## config.mk

```make
export PLATFORM = sky130hd
export DESIGN_NAME = prog_verify_seq
export DESIGN_NICKNAME = d
export VERILOG_FILES = /design/src/rtl/prog_verify_seq.sv
export SDC_FILE = /design/constraint.sdc
export NUM_CORES = 1
export LEC_CHECK = 0
export BUFFER_PORTS_ARGS = -buffer_cell sky130_fd_sc_hd__buf_4
export CAP_MARGIN = 10
export CORE_MARGIN = 2
export CORE_UTILIZATION = 25
export CTS_CLUSTER_DIAMETER = 30
export DETAILED_ROUTE_END_ITERATION = 12
export PLACE_DENSITY = 0.45
export SYNTH_ARGS = -nofsm -noshare
export SYNTH_HDL_FRONTEND = slang
export SYNTH_SLANG_ARGS = --single-unit
```

## constraint.sdc

```tcl
create_clock -name clk -period 6.45 [get_ports clk]
set_clock_uncertainty 0.05 [all_clocks]
set_input_delay 1.935 -clock clk [delete_from_list [all_inputs] [get_ports clk]]
set_output_delay 1.935 -clock clk [all_outputs]
set_load 0.01 [all_outputs]
```

## src/rtl/prog_verify_seq.sv

```systemverilog
module prog_verify_seq #(
  parameter int AW          = 17,
  parameter int DW          = 16,
  parameter int CLK_MHZ     = 50,
  parameter int PULSE_US    = 100,
  parameter int SETTLE_CLKS = 4,
  parameter int MAX_PULSES  = 25
) (
  input  logic          clk,
  input  logic          rst_n,
  input  logic          start,
  input  logic [DW-1:0] word_in,
  input  logic [DW-1:0] rdback,
  output logic          pgm_pulse,
  output logic          verify_rd,
  output logic          supply_hi,
  output logic [AW-1:0] tgt_addr,
  output logic [DW-1:0] prog_data,
  output logic          busy,
  output logic          done,
  output logic          fail,
  output logic [AW-1:0] fail_addr
);
  localparam int PULSE_CLKS = CLK_MHZ * PULSE_US;
  localparam int TW = $clog2(PULSE_CLKS + SETTLE_CLKS + 1);
  localparam int NW = $clog2(MAX_PULSES + 1);
  localparam logic [AW-1:0] LAST = {AW{1'b1}};

  typedef enum logic [2:0] {
    S_IDLE, S_PULSE, S_SETTLE, S_VREAD, S_FSETTLE, S_FREAD
  } state_t;

  state_t        state;
  logic [TW-1:0] tmr;
  logic [NW-1:0] npulse;
  logic [AW-1:0] addr;
  logic          match;

  assign match     = (rdback == word_in);
  assign pgm_pulse = (state == S_PULSE);
  assign verify_rd = (state == S_VREAD) || (state == S_FREAD);
  assign supply_hi = (state == S_PULSE) || (state == S_SETTLE) || (state == S_VREAD);
  assign busy      = (state != S_IDLE);
  assign tgt_addr  = addr;
  assign prog_data = word_in;

  always_ff @(posedge clk or negedge rst_n) begin
    if (!rst_n) begin
      state     <= S_IDLE;
      tmr       <= '0;
      npulse    <= '0;
      addr      <= '0;
      done      <= 1'b0;
      fail      <= 1'b0;
      fail_addr <= '0;
    end else begin
      done <= 1'b0;
      case (state)
        S_IDLE: if (start) begin
          addr   <= '0;
          npulse <= '0;
          tmr    <= '0;
          fail   <= 1'b0;
          state  <= S_PULSE;
        end
        S_PULSE: if (tmr == TW'(PULSE_CLKS - 1)) begin
          tmr    <= '0;
          npulse <= npulse + 1'b1;
          state  <= S_SETTLE;
        end else tmr <= tmr + 1'b1;
        S_SETTLE: if (tmr == TW'(SETTLE_CLKS - 1)) begin
          tmr   <= '0;
          state <= S_VREAD;
        end else tmr <= tmr + 1'b1;
        S_VREAD: if (match) begin
          npulse <= '0;
          if (addr == LAST) begin
            addr  <= '0;
            state <= S_FSETTLE;
          end else begin
            addr  <= addr + 1'b1;
            state <= S_PULSE;
          end
        end else if (npulse == NW'(MAX_PULSES)) begin
          fail      <= 1'b1;
          fail_addr <= addr;
          state     <= S_IDLE;
        end else state <= S_PULSE;
        S_FSETTLE: if (tmr == TW'(SETTLE_CLKS - 1)) begin
          tmr   <= '0;
          state <= S_FREAD;
        end else tmr <= tmr + 1'b1;
        S_FREAD: if (!match) begin
          fail      <= 1'b1;
          fail_addr <= addr;
          state     <= S_IDLE;
        end else if (addr == LAST) begin
          done  <= 1'b1;
          state <= S_IDLE;
        end else addr <= addr + 1'b1;
        default: state <= S_IDLE;
      endcase
    end
  end
endmodule

```

==> run metrics, run 1 <==
run status=completed; Setup Buffers After CTS=0; initial antenna violation count=0; layout cells sized above 1=between 30% and 40%; number of gates resized after CTS=0; I/O pins=between 90 and 100; Pre-antenna DRT Iters=4; Req. time, crit path=around 4500 ps; vias in the first global route=2980; maximum vdd drop=roughly 0.00015 V; clk buf depth=2; Power Density=roughly 310 nW/µm²; largest family of logic cells by synthesized area=simple AND/OR/NAND/NOR gates; Worst slew margin=between 30% and 40%; final WL=between 9 and 10 mm; Crit Path Class=in -> out; n_diodes=0; antenna viol nets, final=0; final worst-path cycle share=between 60% and 70%; Max stage delay on crit path=140 ps; Synth area leader=dfrtp_1; share of synthesized registers carrying an async set or reset=100%; Yosys reg bits=57; top cell type's share of synthesized area=about two fifths; final hold violation count=0; synth warn=0; mux cell area share after synthesis=10.9%; compound-cell area share of the yosys netlist=between 10% and 20%; Crit path max-delay family=buffers and inverters; CTS Buf Count=9; RSZ-0062 raised after global routing=no; number of vias per cell=about 5; Mapped Area=roughly 3600 µm²; Tot Pwr=about 1500 µW; adder-cell share of the synthesized area=between 2 and 2.5%; CTS sink cnt=57; first-pass GRT wire length=15.4 mm; initial detailed-routing violation count=231; Initial Utilization=between 20% and 30%; xor and xnor area share after synthesis=6.06%; # DRC=0; simple-gate share of the synthesized area=around 17%; Pleak=about 0.0020 µW; GRT Residual Overflow=0; CTS Root Cell=clkbuf_16; Bufs and invs on worst path=2; sequential fraction of the synthesis area=between 30% and 40%; area growth from synthesis to layout=29.2%; later-pin clock latency in the skew report=330 ps; Slowest cell on crit path=buf_4; largest net degree at the start of global routing=58; Post-Syn Nets=about 430; number of synthesized flops with an enable pin=0; hold_buf cts=0; die area=15400 µm²; vias=~3200; count of final setup violators=0; WL per Instance=15.0 µm; Port Buffers=90; Syn Area/Cell=9.35 µm²; Die H=~120 µm; CP Max Fanout=2; TNS Setup=0 ps; Core ar.=~14000 µm²; Most used DFF post-synth=dfrtp_1; library cells used by synthesis=54; layout net count=between 400 and 500; H-Tree Depth=3; Final GP Congestion=around 0.83; most frequent CP cell=buf_4; Critical Path Start Type=input port; Slew Limit Fails=0; largest cells by area after synthesis=dfrtp_1 (40%), mux2_2 (6.2%), mux2i_1 (4.7%), o211ai_1 (4.6%), xor2_1 (4.1%); gr usage total=approximately 13%; TritonCTS clock tree=done; worst path cell trace=buf_4 -> buf_4; Worst Max-Slew Pin Slew=just under 1000 ps; dpl hpwl=approximately 7 mm; post-synthesis cell count=386; Fmax=around 240 MHz; CP endpoint kind=output port; clk slew on worst S/H paths=50 ps; max cap viols=0; Chip Width=about 120 µm; WP data arrival=roughly 2200 ps; Worst Hold Class=reg -> reg; standard-cell rows=43; minimum clock period=between 4000 and 5000 ps
registers in the layout, summed over array words and instances, names as in the netlist:
register,flops
fail_addr,17
tgt_addr,17
tmr,13
npulse,5
state,3
done,1
fail,1
cell type report:
type | instances | area [µm²]
Clock inverter | 5 | 103
Multi-Input combinational cell | 282 | 1940
Clock buffer | 11 | 243
Fill cell | 1465 | 9320
Inverter | 13 | 48.8
Tap cell | 180 | 225
Sequential cell | 57 | 1430
Timing Repair Buffer | 91 | 683
synth_stat cells, types with 2 or more instances:
cell type  number
xor2_1         17
nand3_1        17
xnor2_1         8
or3b_2          2
dfrtp_1        57
buf_2           6
o21ai_0        26
and4_1          3
nand4_1         6
a221o_1         2
a211oi_1        9
nor3_1          8
nand2b_1        2
o211ai_1       22
nand2_1        25
or4_4           2
nor2_1         30
buf_4          17
a21oi_1        22
clkbuf_1       10
o311a_1         2
and4_2          2
mux2i_1        17
a31oi_1         3
nor4_1          5
ha_1            5
mux2_2         20
and3_1          3
inv_1          13
stage by stage:
| step | setup slack [ps] | instance area [µm²] | hold WS, ps | cells | util [%] |
|---|---|---|---|---|---|
| 4_1_cts | 2270 | 4670 | 455 | 639 | 33.4 |
| 3_3_place_gp | 2130 | 4320 | 439 | 623 | 30.9 |
| 2_1_floorplan | 2410 | 3610 | 433 | 386 | - |
| 5_1_grt | 2150 | 4670 | 465 | 639 | 33.4 |
| 6_report | 2270 | 4670 | 452 | 639 | 33.4 |
| 3_5_place_dp | 2100 | 4320 | 444 | 623 | 30.9 |
cell usage in the layout (no fill, tap or decap), drive strengths merged, types with 5 or more instances in the layout:
| master | instances |
|---|---|
| dfrtp | 57 |
| and4 | 5 |
| a21oi | 22 |
| o21ai | 26 |
| a211oi | 9 |
| mux2 | 20 |
| buf | 91 |
| xor2 | 17 |
| ha | 5 |
| xnor2 | 8 |
| nor2 | 31 |
| clkbuf | 11 |
| nand2 | 26 |
| nand4 | 6 |
| nor4 | 7 |
| o211ai | 22 |
| mux2i | 17 |
| inv | 13 |
| nand3 | 17 |
| nor3 | 8 |
final timing paths:
check                                     end  cells past startpoint    startpoint  slack, ps
worst min register to register   fail_addr[2]                      1  fail_addr[2]        450
max in group asynchronous           npulse[2]                      1         rst_n       4230
min in group asynchronous        fail_addr[2]                      1         rst_n       1630
worst max-delay path            prog_data[12]                      2   word_in[12]       2270
worst min-delay path             fail_addr[2]                      1  fail_addr[2]        450
worst max register to register    tgt_addr[4]                      8   tgt_addr[2]       3570
logic make-up after synthesis:
kind of cell               count (synthesis)
buffers and inverters                     47
AOI/OAI and AO/OA                         96
DFF                                       57
muxes                                     37
and+or+nand+nor                          118
xor gates and xnor gates                  25
adders and majority gates                  6
power breakdown:
group	total (µW)	leakage [µW]	internal (µW)	switching, µW
clock network	552	0.000166	387	165
logic	387	0.00109	172	215
registers	513	0.000740	415	98.7
total	1450	0.00200	974	479
layer usage:
layer	GRT usage [%]	vias to the layer above	wire length, µm
met5	0	-	0
met1	17.5	1544	4490
met3	3.25	8	614
met4	4.21	0	84
met2	20.1	105	4410
li1	-	1535	-
Power figures use the tool's default switching activity.
==> inputs of run 2 (changes only) <==
- clock period: 6.45 -> 3.9 ns (I/O delays scaled with it)
==> run metrics, run 2 (synthesis results as in run 1) <==
Worst slew margin=between 30 and 40%; I/O pins=91; CTS sink cnt=57; RSZ-0062 raised after global routing=no; Layout Cell Area excl Fill=approximately 4600 µm²; most frequent cells in the layout=buf_4 (95), dfrtp_1 (57), nor2_1 (30), o21ai_0 (26), nand2_1 (25); maximum vdd drop=0.000257 V; WL per Instance=14.9 µm; Crit path max-delay family=flip-flops; Crit Path Class=reg -> out; Pre-antenna DRT Iters=4; count of final setup violators=0; storage element area=between 1000 and 1500 µm²; Max stage delay on crit path=710 ps; first-pass GRT wire length=15.8 mm; final WL=9.58 mm; fin cells=643; Fmax=~320 MHz; final hold violation count=0; CP Max Fanout=20; initial antenna violation count=0; WP data arrival=1940 ps; clk buf depth=2; Power Density=slightly below 500 nW/µm²; die area=around 15000 µm²; n_diodes=0; Core ar.=14000 µm²; Crit. Startpoint=state[0]; run status=completed; Port Buffers=90; layout cells sized above 1=between 30% and 40%; fill count=between 1000 and 1500; Pleak=between 0.0015 and 0.002 µW; dpl cell area=4350 µm²; Req. time, crit path=2680 ps; CTS Root Cell=clkbuf_16; Critical Path Start Type=flip-flop; layout net count=about 500; Initial Utilization=roughly a quarter; Die H=124 µm; standard-cell rows=43; TNS Setup=0 ps; Tot Pwr=around 2300 µW; CP endpoint kind=output port; Worst Hold Class=reg -> reg; Min-Delay Startpoint=fail_addr[8]; vias in the first global route=a little over 3000; area growth from synthesis to layout=28.7%; Final GP Congestion=approximately 0.8; final worst-path cycle share=80.9%; gr usage total=between 10% and 20%; Slew Limit Fails=0; final core occ=between 30% and 40%; vias=approximately 3200; CTS Buf Count=9; initial detailed-routing violation count=around 190; largest net degree at the start of global routing=58; antenna viol nets, final=0; max cap viols=0; dpl hpwl=6.78 mm; TritonCTS clock tree=done; later-pin clock latency in the skew report=330 ps; Setup Buffers After CTS=0; Worst Max-Slew Pin Slew=about 940 ps; Multi-input gate area=slightly below 2000 µm²; GRT Residual Overflow=0; clk slew on worst S/H paths=~60 ps; number of gates resized after CTS=0; Chip Width=between 100 and 150 µm; worst path cell trace=nor2b_2 -> nand2_1 -> nand2_1 -> buf_4 -> buf_4; number of vias per cell=just under 5; Worst R2R Start=tgt_addr[8]; H-Tree Depth=3; hold_buf cts=0; Slowest cell on crit path=dfrtp_1; # DRC=0; minimum clock period=around 3200 ps; Bufs and invs on worst path=2; commonest non-fill, non-tap cell in the layout=buf_4; placed insts=627
run 2: cell types whose count changed in the layout (fill, tap and decap cells not counted), sizes merged:
cell / previous run / this run
buf: 91 / 95
clkinv: 1 / 4
bufinv: 3 / 1
clkbuf: 11 / 9
inv: 13 / 14
run 2: worst register-to-register path: stages (launching register included):
cell and delay [ps]:
dfrtp_1 450, and4_1 260, and3_1 240, nand2_1 80, nor2_1 50, ha_1 230, inv_1 140, a221o_1 340
nand2_1 200, a2111oi_0 600, mux2i_1 270
run 2: power breakdown:
| part | switching, µW | internal (µW) |
|---|---|---|
| Sequential | 161 | 685 |
| Combinational | 357 | 288 |
| Clock | 288 | 493 |
run 2: path summary, 6_finish.rpt:
kind	endpoint	slack (ps)	depth (start not counted)
setup reg to reg	tgt_addr[5]	920	10
max in group asynchronous	npulse[3]	2460	1
min in group asynchronous	fail_addr[4]	860	1
hold / removal	fail_addr[8]	460	1
hold reg to reg	fail_addr[8]	460	1
setup / recovery	verify_rd	740	5
run 2: metal layers:
| metal | GRT usage, % | part of all wire, % | up-vias |
|---|---|---|---|
| met1 | 16.9 | 46 | 1550 |
| met2 | 21.4 | 48 | 87 |
| li1 | - | - | 1545 |
| met5 | 0 | 0 | - |
| met3 | 3.57 | 6.0 | 4 |
| met4 | 3.93 | 0.62 | 0 |
run 2: area by class of cell:
class                      instances  share of cell area [%]
clock inverter                     7                    1.51
multi-input combinational        282                    41.7
timing repair buffer              95                    15.4
clock buffer                       9                    4.85
inverter                          13                    1.05
tap                              180                    4.85
sequential                        57                    30.7
run 2: per-stage QoR:
step,worst slack (ps),hold slack [ps]
2_1_floorplan,1210,433
3_3_place_gp,665,434
3_5_place_dp,587,446
4_1_cts,723,458
5_1_grt,576,470
6_report,745,456
